<file path="src/rtl/dma_stat_pkg.sv">
package dma_stat_pkg;
  localparam int NUM_FLAGS = 5;
  // Bit positions inside the status word
  localparam int FIN_BIT   = 0;
  localparam int DONE_BIT  = 1;
  localparam int CHAIN_BIT = 2;
  localparam int ERR_BIT   = 3;
  localparam int HALT_BIT  = 4;
  localparam int ABORT_BIT = 5;

  // Strobes handed from control to datapath each cycle
  typedef struct packed {
    logic [NUM_FLAGS-1:0] setVec;
    logic [NUM_FLAGS-1:0] clrVec;
    logic                 abortWr;
  } statStrobe_t;
endpackage

</file>
<file path="src/rtl/dma_stat_ctrl.sv">
module dma_stat_ctrl
  import dma_stat_pkg::*;
#(
  parameter int ADDR_W        = 4,
  parameter int DATA_W        = 32,
  parameter int STAT_ADDR     = 0,
  parameter int CUR_PTR_ADDR  = 1,
  parameter int NEXT_PTR_ADDR = 2
) (
  input  logic              clk,
  input  logic              rstN,
  input  logic              busWrEn,
  input  logic [ADDR_W-1:0] busAddr,
  input  logic [DATA_W-1:0] busWrData,
  input  logic              descCompl,
  input  logic              complIsFinished,
  input  logic              ieFinished,
  input  logic              ieDone,
  input  logic              chainEvt,
  input  logic              errEvt,
  input  logic              haltEvt,
  input  logic              xferActive,
  input  logic              abortPending,
  output statStrobe_t       strobe,
  output logic              curPtrWe,
  output logic              nextPtrWe
);
  localparam logic [ADDR_W-1:0] STAT_A = ADDR_W'(STAT_ADDR);
  localparam logic [ADDR_W-1:0] CUR_A  = ADDR_W'(CUR_PTR_ADDR);
  localparam logic [ADDR_W-1:0] NEXT_A = ADDR_W'(NEXT_PTR_ADDR);

  logic statWr;
  logic idleAbort;
  wire  unusedHiBits = ^busWrData[DATA_W-1:ABORT_BIT+1];

  assign statWr    = busWrEn && (busAddr == STAT_A);
  assign idleAbort = abortPending && !xferActive;

  always_comb begin
    strobe = '0;
    strobe.setVec[FIN_BIT]   = descCompl && complIsFinished && ieFinished;
    strobe.setVec[DONE_BIT]  = descCompl && !complIsFinished && ieDone;
    strobe.setVec[CHAIN_BIT] = chainEvt;
    strobe.setVec[ERR_BIT]   = errEvt;
    strobe.setVec[HALT_BIT]  = haltEvt || idleAbort;
    strobe.clrVec            = statWr ? busWrData[NUM_FLAGS-1:0] : '0;
    strobe.abortWr           = statWr && busWrData[ABORT_BIT];
  end

  // Pointer registers are locked while an abort awaits its acknowledgement
  assign curPtrWe  = busWrEn && (busAddr == CUR_A)  && !abortPending;
  assign nextPtrWe = busWrEn && (busAddr == NEXT_A) && !abortPending;

  // an idle engine with a pending abort must produce a halt set
  assert_idle_halt_R8: assert property (@(posedge clk) disable iff (!rstN)
    (abortPending && !xferActive) |-> strobe.setVec[HALT_BIT]);

  // a single completion never sets both F and D
  assert_one_cause_R2: assert property (@(posedge clk) disable iff (!rstN)
    !(strobe.setVec[FIN_BIT] && strobe.setVec[DONE_BIT]));
endmodule

</file>
<file path="src/rtl/dma_stat_dp.sv">
module dma_stat_dp
  import dma_stat_pkg::*;
(
  input  logic                 clk,
  input  logic                 rstN,
  input  statStrobe_t          strobe,
  input  logic [NUM_FLAGS-1:0] irqMask,
  output logic [NUM_FLAGS-1:0] flagQ,
  output logic                 abortPending,
  output logic                 irq
);
  for (genvar g = 0; g < NUM_FLAGS; g++) begin : gFlag
    always_ff @(posedge clk or negedge rstN) begin
      if (!rstN)
        flagQ[g] <= 1'b0;
      else if (strobe.setVec[g] || strobe.clrVec[g])
        flagQ[g] <= strobe.setVec[g];
    end

    // a flag not being cleared keeps its value of 1
    assert_sticky_R5: assert property (@(posedge clk) disable iff (!rstN)
      (flagQ[g] && !strobe.clrVec[g]) |=> flagQ[g]);
    // a set always lands, even against a clear
    assert_set_wins_R6: assert property (@(posedge clk) disable iff (!rstN)
      strobe.setVec[g] |=> flagQ[g]);
    // a clear without a set empties the flag
    assert_clear_R5: assert property (@(posedge clk) disable iff (!rstN)
      (strobe.clrVec[g] && !strobe.setVec[g]) |=> !flagQ[g]);
  end

  always_ff @(posedge clk or negedge rstN) begin
    if (!rstN)
      abortPending <= 1'b0;
    else if (strobe.abortWr)
      abortPending <= 1'b1;
    else if (strobe.setVec[HALT_BIT])
      abortPending <= 1'b0;
  end

  assign irq = |(flagQ & irqMask);
endmodule

</file>
<file path="src/rtl/dma_chan_status.sv">
module dma_chan_status
  import dma_stat_pkg::*;
#(
  parameter int ADDR_W        = 4,
  parameter int DATA_W        = 32,
  parameter int STAT_ADDR     = 0,
  parameter int CUR_PTR_ADDR  = 1,
  parameter int NEXT_PTR_ADDR = 2
) (
  input  logic                 clk,
  input  logic                 rstN,
  input  logic                 busWrEn,
  input  logic [ADDR_W-1:0]    busAddr,
  input  logic [DATA_W-1:0]    busWrData,
  output logic [DATA_W-1:0]    busRdData,
  input  logic [NUM_FLAGS-1:0] irqMask,
  input  logic                 descCompl,
  input  logic                 complIsFinished,
  input  logic                 ieFinished,
  input  logic                 ieDone,
  input  logic                 chainEvt,
  input  logic                 errEvt,
  input  logic                 haltEvt,
  input  logic                 xferActive,
  output logic                 abortReq,
  output logic                 curPtrWe,
  output logic                 nextPtrWe,
  output logic                 irq
);
  localparam logic [ADDR_W-1:0] STAT_A = ADDR_W'(STAT_ADDR);

  statStrobe_t          strobe;
  logic [NUM_FLAGS-1:0] flagQ;
  logic                 abortPending;

  dma_stat_ctrl #(
    .ADDR_W(ADDR_W), .DATA_W(DATA_W), .STAT_ADDR(STAT_ADDR),
    .CUR_PTR_ADDR(CUR_PTR_ADDR), .NEXT_PTR_ADDR(NEXT_PTR_ADDR)
  ) uCtrl (
    .clk(clk), .rstN(rstN), .busWrEn(busWrEn), .busAddr(busAddr),
    .busWrData(busWrData), .descCompl(descCompl),
    .complIsFinished(complIsFinished), .ieFinished(ieFinished),
    .ieDone(ieDone), .chainEvt(chainEvt), .errEvt(errEvt),
    .haltEvt(haltEvt), .xferActive(xferActive),
    .abortPending(abortPending), .strobe(strobe),
    .curPtrWe(curPtrWe), .nextPtrWe(nextPtrWe)
  );

  dma_stat_dp uDp (
    .clk(clk), .rstN(rstN), .strobe(strobe), .irqMask(irqMask),
    .flagQ(flagQ), .abortPending(abortPending), .irq(irq)
  );

  assign abortReq  = abortPending;
  assign busRdData = (busAddr == STAT_A) ? {{(DATA_W-NUM_FLAGS){1'b0}}, flagQ} : '0;

  // an abort write raises the request
  assert_abort_raise_R7: assert property (@(posedge clk) disable iff (!rstN)
    (busWrEn && busAddr == STAT_A && busWrData[ABORT_BIT]) |=> abortReq);
  // an idle engine acknowledges in one cycle and the request drops
  assert_abort_ack_R8: assert property (@(posedge clk) disable iff (!rstN)
    (abortReq && !xferActive) |=> (flagQ[HALT_BIT] && !abortReq));
  // no pointer write escapes while an abort is pending
  assert_ptr_lock_R9: assert property (@(posedge clk) disable iff (!rstN)
    abortReq |-> (!curPtrWe && !nextPtrWe));
  // qualified finished completion sets F
  assert_fin_set_R2: assert property (@(posedge clk) disable iff (!rstN)
    (descCompl && complIsFinished && ieFinished) |=> flagQ[FIN_BIT]);
endmodule

</file>
<file path="config.mk">
export PLATFORM = sky130hd
export DESIGN_NAME = dma_chan_status
export DESIGN_NICKNAME = d
export VERILOG_FILES = /design/src/rtl/dma_stat_pkg.sv /design/src/rtl/dma_stat_ctrl.sv /design/src/rtl/dma_stat_dp.sv /design/src/rtl/dma_chan_status.sv
export SDC_FILE = /design/constraint.sdc
export NUM_CORES = 1
export LEC_CHECK = 0
export BUFFER_PORTS_ARGS = -buffer_cell sky130_fd_sc_hd__buf_2
export CAP_MARGIN = 0
export CORE_AREA = 2 2 51 53
export DETAILED_ROUTE_END_ITERATION = 12
export DIE_AREA = 0 0 53 55
export PLACE_DENSITY = 0.7
export SETUP_SLACK_MARGIN = 0.4
export SKIP_LAST_GASP = 1
export SLEW_MARGIN = 5
export SYNTH_ARGS = -nofsm -noshare
export SYNTH_HDL_FRONTEND = slang
export SYNTH_SLANG_ARGS = --single-unit
</file>
<file path="constraint.sdc">
create_clock -name clk -period 0.8 [get_ports clk]
set_input_delay 0.04 -clock clk [delete_from_list [all_inputs] [get_ports clk]]
set_output_delay 0.04 -clock clk [all_outputs]
set_load 0.01 [all_outputs]
</file>
# Word-level counts from Yosys, hierarchy flattened
# Cells that the tools add are included.
[totals]
regBits = 6
input_bits = 52
out_inout_bits = 36
word_cells = 36
[op_classes]
n_eq_ne = 2
n_mux = 4
bitwise_logic = 1
n_reduce_logical = 23
[op_table]
columns = ["op", "count"]
rows = [
  ["1-bit logical AND", 11],
  ["5-bit 2-to-1 mux", 2],
  ["1-bit logical OR", 6],
  ["5-bit AND", 1],
  ["5-bit OR reduction", 1],
  ["4-bit by 1-bit equality test with 1-bit output, second input constant", 1],
  ["4-bit by 2-bit equality test with 1-bit output, second input constant", 1],
  ["4-bit logical NOT", 1],
  ["1-bit logical NOT", 3],
  ["1-bit 2-to-1 mux", 2],
  ["2-bit nonzero test", 1],
]

# Longest topological paths before layout
# Gate-level depths: netlist of the first run.
[logic_depth]
ltp_word = 5
depth_mapped = 3
depth_no_buf = 3

# Hierarchy
# Synthesis of the first run repeated with hierarchy kept, for this count alone.
[unflattened]
hier_cells = 72
area_unflattened_um2 = 613.1
[modules_own_cells]
columns = ["module", "instances", "cells_per_inst", "area_per_inst_um2", "seq_area_each_um2"]
rows = [
  ["dma_chan_status", 1, 34, 250.2, 0.0],
  ["dma_stat_dp", 1, 21, 237.7, 150.1],
  ["dma_stat_ctrl", 1, 17, 125.1, 0.0],
]

# Least setup slack after synthesis of the first run
# Ideal clock, no wire load.
[synth_timing]
path_kind = "register to output"
startpoint = "register uDp.abortPending"
endpoint = "output nextPtrWe"
arrival_time_ps = 866
required_ps = 760
slack_ps = -106
stages_incl_launch_ff = 3
n_path_buf = 0
path_cell_list = "dfrtp_1 nand4bb_1 nor3_1"
[synth_between]
elab_chain_len = 2
[synth_lines]
columns = ["item", "line_no", "text"]
rows = [
  ["start, declared", "dma_stat_dp.sv:9", "output logic abortPending,"],
  ["start signal, assigned", "dma_stat_dp.sv:33", "abortPending <= 1'b0;"],
  ["start signal, assigned", "dma_stat_dp.sv:35", "abortPending <= 1'b1;"],
  ["start signal, assigned", "dma_stat_dp.sv:37", "abortPending <= 1'b0;"],
  ["1-bit logical NOT", "dma_stat_ctrl.sv:52", "assign nextPtrWe = busWrEn && (busAddr == NEXT_A) && !abortPending;"],
  ["1-bit logical AND", "dma_stat_ctrl.sv:52", ""],
  ["end, declared", "dma_chan_status.sv:27", "output logic nextPtrWe,"],
]
# No other way between the ends.

# Final worst setup path of the first run
[layout_timing]
startpoint = "register uDp.flagQ[0]"
endpoint = "output irq"
[layout_between]
elab_chain_len = 2
[layout_lines]
columns = ["item", "line_no", "text"]
rows = [
  ["start, declared", "dma_stat_dp.sv:8", "output logic [NUM_FLAGS-1:0] flagQ,"],
  ["start signal, assigned by index", "dma_stat_dp.sv:17", "flagQ[g] <= strobe.setVec[g];"],
  ["5-bit AND", "dma_stat_dp.sv:40", "assign irq = |(flagQ & irqMask);"],
  ["5-bit OR reduction", "dma_stat_dp.sv:40", ""],
  ["end, declared", "dma_chan_status.sv:28", "output logic irq"],
]
# No other way between the ends.

==> results of run 1 <==
## Yosys cell counts
cell and instances:
a21oi_1 1, nand3_1 1, or3_4 1, nand3b_1 4
conb_1 1, nor3b_4 1, o2bb2ai_2 1, a22oi_1 1
dfrtp_1 6, nor2_2 1, o21ai_0 4, a222oi_1 1
nor3_1 1, buf_4 27, and2_1 5, inv_1 3
a31oi_1 2, nand4bb_1 1, nor2_1 3, nand2_1 5
## kinds of logic (layout without fill, tap and decap cells)
family | Yosys count | count (layout)
AOI/OAI and AO/OA | 10 | 10
and+or+nand+nor | 23 | 23
other | 1 | 27
DFF | 6 | 6
buffers and inverters | 30 | 52
## routing by layer
| metal | wire, microns | vias to the layer above | global-route usage |
|---|---|---|---|
| met5 | 0 | - | 0 |
| met1 | 535 | 250 | 0.124 |
| met2 | 765 | 49 | 0.196 |
| li1 | - | 278 | - |
| met4 | 14 | 0 | 0.0513 |
| met3 | 192 | 2 | 0.0323 |
## area by class of cell
cell class / count / share of cell area
sequential: 6 / 0.166
tap: 30 / 0.0414
clock buffer: 3 / 0.0249
multi-input combinational: 60 / 0.388
inverter: 3 / 0.0124
timing repair buffer: 46 / 0.367
## final timing paths
kind | start | end | slack (ps)
setup / recovery | uDp.flagQ[0]$_DFFE_PN0P_ | irq | -420
hold / removal | busWrData[2] | uDp.flagQ[2]$_DFFE_PN0P_ | -30
setup reg to reg | uDp.abortPending$_DFFE_PN0P_ | uDp.flagQ[4]$_DFFE_PN0P_ | -110
hold reg to reg | uDp.flagQ[1]$_DFFE_PN0P_ | uDp.flagQ[1]$_DFFE_PN0P_ | 550
max in group asynchronous | rstN | uDp.flagQ[4]$_DFFE_PN0P_ | 510
min in group asynchronous | rstN | uDp.flagQ[3]$_DFFE_PN0P_ | 140
## stage by stage
| stage | utilization | instance area, sq um | setup slack [ps] |
|---|---|---|---|
| floorplan | - | 697 | -89.3 |
| global placement | 0.316 | 747 | -267 |
| detailed placement | 0.316 | 747 | -297 |
| CTS | 0.369 | 872 | -430 |
| global route | 0.383 | 906 | -527 |
| finish | 0.383 | 906 | -420 |
## power breakdown
part	switching, mW	internal, mW	total [mW]
logic	0.151	0.137	0.288
clock network	0.117	0.170	0.287
registers	0.0101	0.316	0.327
total	0.278	0.624	0.902
## sequential cells by signal, summed over array words and instances, names as in the netlist
signal and count:
uDp.flagQ 5, uDp.abortPending 1
## timing repair
action,4_1_cts,5_1_grt
buffers inserted,3,2
endpoints found under the hold margin,10,4
gates resized for setup,16,6
pin swaps,7,9
setup endpoints to repair,15,15
==> impl_results.md, run 1 <==
* DRT iter0 DRCs at 5
* Die width at 53 microns
* Warnings, synthesis at 0
* Max Slew Vio Count at 0
* Fmax at 0.819 GHz
* Crit path kind: reg -> out
* Final WS setup at -420 ps
* Static Leak at 0.466 nW
* CP Launch Type: flop
* Global-route wire length before repair at 2280 microns
* Seq. cell area at 150 sq um
* Root Driver: clkbuf_4
* Largest fanout on the critical path at 2
* Share of layout cells above drive strength 1 at 0.508
* Worst hold path class: in -> reg
* Setup TNS at -2970 ps
* CP Depth at 3
* GPL Wtd Cong at 0.679
* XOR/XNOR Fraction of Synth Area at 0
* Final Critical Period at 1220 ps
* Hold Path Stages at 2
* Failing checks: negative hold slack, negative setup slack
* Core area at 2360 sq um
* Detailed placer's ending HPWL at 1210 microns
* Antenna diodes at 0
* Clk_lat worst skew at 250 ps
* H-Tree Depth at 1
* Buffers on Ports at 34
* Sequential fraction of the synthesis area at 0.256
* WL final at 1510 microns
* Clock Skew at 5.26 ps
* Number of vias per cell at 3.91
* Top cell type's share of synthesized area at 0.345
* Initial antenna violation count at 0
* Fin crit share at 1.53
* DR pass1 iterations at 4
* Largest net degree at the start of global routing at 8
* Site Rows at 18
* Multi-input logic area at 352 sq um
* Status: finished with violations
* Most frequent cells in the layout: conb_1 (27), buf_2 (27), buf_6 (14)
* Area leader, netlist: buf_4
* Ports at 88
* WHS at -28.6 ps
* Ranking of synthesized cells by area: buf_4 (35%), dfrtp_1 (26%), and2_1 (5.3%), nand3b_1 (5.1%), o21ai_0 (3.4%)
* Crit-path slowest cell: dfrtp_1
* Final Hold Violating Endpoints at 4
* Maximum vdd drop at 0.496 mV
* CP delay by family, top: flip-flops
* R2r worst-path depth at 4
* Critical Path AT at 1180 ps
* Longest Clk Path Bufs at 2
* Final setup fails at 15
* Cell Area, Synth at 587 sq um
* Via count at 579
* CTS Buf Count at 3
* Area growth from synthesis to final layout at 54.4%
* Largest family of logic cells by synthesized area: buffers and inverters
* Simple-gate portion of the synthesized area at 0.254
* Endpoint type of the worst setup path: primary output
* Critical Path RT at 760 ps
* Total design power at 0.902 mW
* Clock Pin Slew Worst Setup and Hold Paths at 50 ps
* Compound-gate portion of the synthesized area at 0.119
* Final #Nets at 172
* Clock sinks at 6
* Starting Density at 0.248
* WP buf/inv at 1
* Die span in y at 55 microns
* Hold_buf cts at 1
* Routed WL per cell at 10.2 microns
* Syn Area/Cell at 8.38 sq um
* Placed cell count at 139
* Vias in the first global route at 528
* Fin cells at 148
* DIE AREA at 2920 sq um
* Number of synthesized register bits at 6
* Filler cells at 253
* Remaining global-route overflow at 0
* Gr usage total at 0.111
* Crit-path max cell delay at 380 ps
* Pwr dens at 995 nW/um^2
* Routed Antenna Nets at 0
* Post-route DRC at 0
* Adder-Cell Fraction of Synth Area at 0
* CTS tree: built
* Synthesized instance count at 70
* Setup repair after global routing missed its margin: yes
* Mux cell area share after synthesis at 0
* Max_cap viols at 0
* Crit-path cells: a222oi_1 > nand2_1 > buf_2
* Distinct cells, synth at 20
Note: power is estimated with default switching activity, not from simulation.
==> inputs of run 2 (changes only) <==
--- a/config.mk
+++ b/config.mk
@@ -7,10 +7,10 @@
 export LEC_CHECK = 0
 export BUFFER_PORTS_ARGS = -buffer_cell sky130_fd_sc_hd__buf_2
 export CAP_MARGIN = 0
-export CORE_AREA = 2 2 51 53
+export CORE_AREA = 2 2 48 50
 export DETAILED_ROUTE_END_ITERATION = 12
-export DIE_AREA = 0 0 53 55
-export PLACE_DENSITY = 0.7
+export DIE_AREA = 0 0 50 52
+export PLACE_DENSITY = 0.75
 export SETUP_SLACK_MARGIN = 0.4
 export SKIP_LAST_GASP = 1
 export SLEW_MARGIN = 5
==> constraint.sdc (replaced) <==
create_clock -name clk -period 1.25 [get_ports clk]
set_input_delay 0.0625 -clock clk [delete_from_list [all_inputs] [get_ports clk]]
set_output_delay 0.0625 -clock clk [all_outputs]
set_load 0.01 [all_outputs]
==> impl_results.md, run 2 (synthesized netlist as in run 1, its figures left out) <==
* Status: completed
* Crit-path max cell delay at 390 ps
* Clock sinks at 6
* DIE AREA at 2600 sq um
* Endpoint type of the worst setup path: primary output
* Largest fanout on the critical path at 2
* Pwr dens at 661 nW/um^2
* Critical Path RT at 1190 ps
* Net Sw Frac at 0.308
* Max reg flops at 5
* Remaining global-route overflow at 0
* Critical Path AT at 1160 ps
* Most frequent cells in the layout: buf_2 (29), conb_1 (27), buf_6 (8)
* Cell Area, Placed at 692 sq um
* GPL Wtd Cong at 0.639
* Site Rows at 17
* Routed WL per cell at 10.0 microns
* DR pass1 iterations at 4
* Clk_lat worst skew at 250 ps
* Final Hold Violating Endpoints at 0
* Via count at 570
* Core area at 2110 sq um
* Area growth from synthesis to final layout at 49.0%
* Starting Density at 0.279
* Clock Skew at 0.0363 ps
* Biggest regs: uDp.flagQ x5, uDp.abortPending x1
* Global-route wire length before repair at 2040 microns
* Root Driver: clkbuf_4
* Gr usage total at 0.104
* Share of layout cells above drive strength 1 at 0.453
* Final Critical Period at 1220 ps
* DRT iter0 DRCs at 7
* Highest metal used: met3
* Vias in the first global route at 506
* Crit-path cells: a222oi_1 > nand2_1 > buf_2
* Fin crit share at 0.979
* Crit path kind: reg -> out
* WL met1 at 523 microns
* Detailed placer's ending HPWL at 1090 microns
* Number of vias per cell at 3.93
* Die width at 50 microns
* Post-route DRC at 0
* Post-layout instance area at 875 sq um
* Max_cap viols at 0
* Met3 wire length at 149 microns
* Buffers on Ports at 34
* Initial antenna violation count at 0
* Final #Nets at 171
* WL final at 1450 microns
* Worst hold path class: in -> reg
* Reg with most FFs: uDp.flagQ
* H-Tree Depth at 1
* Die span in y at 52 microns
* Filler cells at 230
* Hold Path Stages at 2
* Crit-path slowest cell: dfrtp_1
* Static Leak at 0.452 nW
* Logic pwr share at 0.316
* Largest net degree at the start of global routing at 8
* Flop pwr share at 0.361
* Maximum vdd drop at 0.332 mV
* Int Pwr at 0.400 mW
* Commonest non-fill, non-tap cell in the layout: buf_2
* CTS tree: built
* Max Slew Vio Count at 0
* Ports at 88
* Antenna diodes at 0
* Sw Pwr at 0.178 mW
* Fmax at 0.817 GHz
* Longest Clk Path Bufs at 2
* Routed Antenna Nets at 0
* Final setup fails at 0
* CTS Buf Count at 3
* DR WL met2 at 776 microns
* Clk pwr share at 0.323
* CP Launch Type: flop
* Total design power at 0.578 mW
* R2r worst-path depth at 4
* Clock Pin Slew Worst Setup and Hold Paths at 50 ps
* Setup repair after global routing missed its margin: yes
[run 2: critical path, delay by kind of cell, from the launching register on]
kind / cells / cell delay, ps
AND/OR/NAND/NOR: 1 / 80
flip-flops: 1 / 390
buffers and inverters: 1 / 140
AO/OA/AOI/OAI: 1 / 310
[run 2: path summary, 6_finish.rpt]
path                                              start                  endpoint  slack (ps)
min reg2reg                    uDp.flagQ[4]$_DFFE_PN0P_  uDp.flagQ[4]$_DFFE_PN0P_         570
max in group asynchronous                          rstN  uDp.flagQ[2]$_DFFE_PN0P_         920
min in group asynchronous                          rstN  uDp.flagQ[3]$_DFFE_PN0P_         180
max                            uDp.flagQ[0]$_DFFE_PN0P_                       irq          30
min                                     complIsFinished  uDp.flagQ[1]$_DFFE_PN0P_          10
max reg2reg                uDp.abortPending$_DFFE_PN0P_  uDp.flagQ[4]$_DFFE_PN0P_         310
[run 2: through the flow]
stage | hold slack (ps) | TNS, ps | instances | utilization | worst slack (ps)
detailed placement | -103 | 0 | 131 | 0.329 | 143
CTS | 21.5 | 0 | 142 | 0.383 | 29.8
floorplan | -233 | 0 | 96 | - | 338
global placement | -110 | 0 | 131 | 0.329 | 166
finish | 10.6 | 0 | 145 | 0.415 | 26.2
global route | 17.2 | -98.4 | 145 | 0.415 | -98.4
[run 2: layout make-up]
| type | count | area (sq um) | area share |
|---|---|---|---|
| well taps | 28 | 35.0 | 0.0401 |
| repair buffers | 45 | 313 | 0.358 |
| clock buffers | 3 | 22.5 | 0.0258 |
| inverters | 3 | 11.3 | 0.0129 |
| multi-input cells | 60 | 343 | 0.392 |
| flip-flops and latches | 6 | 150 | 0.172 |
[run 2: power by group through the flow]
stage | clock, mW | sequential, mW | combinational, mW
after floorplan | 0 | 0.209 | 0.132
after global placement | 0 | 0.212 | 0.128
after detailed placement | 0 | 0.212 | 0.132
after CTS | 0.194 | 0.208 | 0.160
after global routing | 0.198 | 0.210 | 0.203
final | 0.187 | 0.209 | 0.183
[run 2: repair_timing]
item / in CTS / in global routing
hold buffers: 4 / 0
pin swaps: 5 / 6
gates resized for setup: 4 / 14
buffers inserted: 4 / 3
setup endpoints to repair: 9 / 15
endpoints found under the hold margin: 9 / 0
[run 2: layer usage]
layer | vias to the layer above | GRT usage
li1 | 274 | -
met1 | 255 | 0.111
met2 | 41 | 0.195
met3 | 0 | 0.0431
met4 | 0 | 0.0139
met5 | - | 0
==> inputs of run 3 (changes only) <==
--- a/config.mk
+++ b/config.mk
@@ -11,7 +11,6 @@
 export DETAILED_ROUTE_END_ITERATION = 12
 export DIE_AREA = 0 0 50 52
 export PLACE_DENSITY = 0.75
-export SETUP_SLACK_MARGIN = 0.4
 export SKIP_LAST_GASP = 1
 export SLEW_MARGIN = 5
 export SYNTH_ARGS = -nofsm -noshare
==> impl_results.md, run 3 (synthesized netlist as in run 1, its figures left out) <==
* Endpoint type of the worst setup path: primary output
* Ports at 88
* Highest metal used: met3
* Static Leak at 0.397 nW
* Final Hold Violating Endpoints at 0
* Placed cell count at 131
* Area growth from synthesis to final layout at 26.9%
* H-Tree Depth at 1
* Share of layout cells above drive strength 1 at 0.385
* Crit path kind: reg -> out
* R2r startpoint: uDp.abortPending$_DFFE_PN0P_
* Worst hold path class: in -> reg
* Largest fanout on the critical path at 3
* Biggest regs: uDp.flagQ x5, uDp.abortPending x1
* Critical Path AT at 1170 ps
* Total design power at 0.522 mW
* Crit-path slowest cell: dfrtp_1
* Die width at 50 microns
* Remaining global-route overflow at 0
* Number of vias per cell at 3.83
* Max Slew Vio Count at 0
* Most frequent cells in the layout: buf_2 (34), conb_1 (27), dfrtp_1 (6)
* Clk_lat worst skew at 240 ps
* CTS tree: built
* Final Critical Period at 1230 ps
* DRT iter0 DRCs at 7
* Hold_sp: busWrData[2]
* Crit-path max cell delay at 390 ps
* CP Launch Type: flop
* Filler cells at 242
* Post-route DRC at 0
* Max_cap viols at 0
* Longest Clk Path Bufs at 2
* Post-layout instance area at 744 sq um
* Root Driver: clkbuf_4
* Largest net degree at the start of global routing at 8
* Setup Buffers After CTS at 0
* Routed WL per cell at 9.03 microns
* Routed Antenna Nets at 0
* Site Rows at 17
* Global-route wire length before repair at 1790 microns
* Via count at 525
* Core area at 2110 sq um
* Gr usage total at 0.0926
* Status: completed
* Reg with most FFs: uDp.flagQ
* Clock Pin Slew Worst Setup and Hold Paths at 50 ps
* Detailed placer's ending HPWL at 1090 microns
* Starting Density at 0.279
* Initial antenna violation count at 0
* Pwr dens at 701 nW/um^2
* Final setup fails at 0
* CTS Buf Count at 3
* Commonest non-fill, non-tap cell in the layout: buf_2
* Fin crit share at 0.986
* Buffers on Ports at 34
* DR pass1 iterations at 4
* Crit-path cells: a222oi_1 > nand2_1 > buf_2
* Maximum vdd drop at 0.305 mV
* Met3 wire length at 123 microns
* Fmax at 0.811 GHz
* Clock Skew at 0.0935 ps
* Clock sinks at 6
* Crit path launch: uDp.flagQ[0]$_DFFE_PN0P_
* Cell Area, Placed at 687 sq um
* GPL Wtd Cong at 0.733
* CP delay by family, top: flip-flops
* Vias in the first global route at 448
* Die span in y at 52 microns
* DIE AREA at 2600 sq um
* Setup repair after global routing missed its margin: yes
* WL met1 at 505 microns
* WP buf/inv at 1
* Fin cells at 137
* Max reg flops at 5
* DR WL met2 at 609 microns
* Final Core Density at 0.354
* Setup TNS at 0 ps
* Critical Path RT at 1190 ps
* Final #Nets at 163
* WL final at 1240 microns
* Antenna diodes at 0
## run 3: cell count changes in the layout (fill, tap and decap cells not counted), moves of 2 or more
cell | before | now
o21ai_2 | 2 | 0
buf_2 | 29 | 34
o21ai_0 | 1 | 4
buf_4 | 3 | 0
and2_1 | 3 | 5
buf_6 | 8 | 0
and2_4 | 2 | 0
## run 3: what timing repair did
item | 4_1_cts | 5_1_grt
hold buffers | 3 | 0
hold endpoints to repair | 8 | 0
setup endpoints to repair | 1 | 2
pin swaps | 1 | 0
resized for setup | 0 | 1
## run 3: power by group
part	switching, mW	leakage [nW]	internal (mW)
Clock	0.0652	0.0138	0.108
Sequential	0.00616	0.0593	0.203
Combinational	0.0821	0.324	0.0571
Total	0.153	0.397	0.368
## run 3: stage by stage
step,setup WS [ps],hold slack [ps]
after detailed placement,146,-99.5
after global routing,-93.9,10.3
final,17.5,16.3
after floorplan,321,-233
after global placement,174,-114
after CTS,0.511,7.45
## run 3: worst paths after layout
path / slack (ps) / cells after the start / end
worst max-delay path: 20 / 3 / irq
worst min-delay path: 20 / 2 / uDp.flagQ[2]$_DFFE_PN0P_
worst max register to register: 530 / 2 / uDp.flagQ[4]$_DFFE_PN0P_
worst min register to register: 550 / 2 / uDp.flagQ[1]$_DFFE_PN0P_
max in group asynchronous: 910 / 2 / uDp.flagQ[3]$_DFFE_PN0P_
min in group asynchronous: 190 / 2 / uDp.flagQ[2]$_DFFE_PN0P_
## run 3: cell type report
class | count | area [sq um] | share of cell area
Sequential cell | 6 | 150 | 0.202
Timing Repair Buffer | 37 | 200 | 0.269
Clock buffer | 3 | 22.5 | 0.0303
Inverter | 3 | 11.3 | 0.0151
Tap cell | 28 | 35.0 | 0.0471
Multi-Input combinational cell | 60 | 325 | 0.437
## run 3: metal layers
| metal | GRT usage | vias up |
|---|---|---|
| li1 | - | 259 |
| met1 | 0.111 | 232 |
| met2 | 0.151 | 34 |
| met3 | 0.0374 | 0 |
| met4 | 0.0278 | 0 |
| met5 | 0 | - |
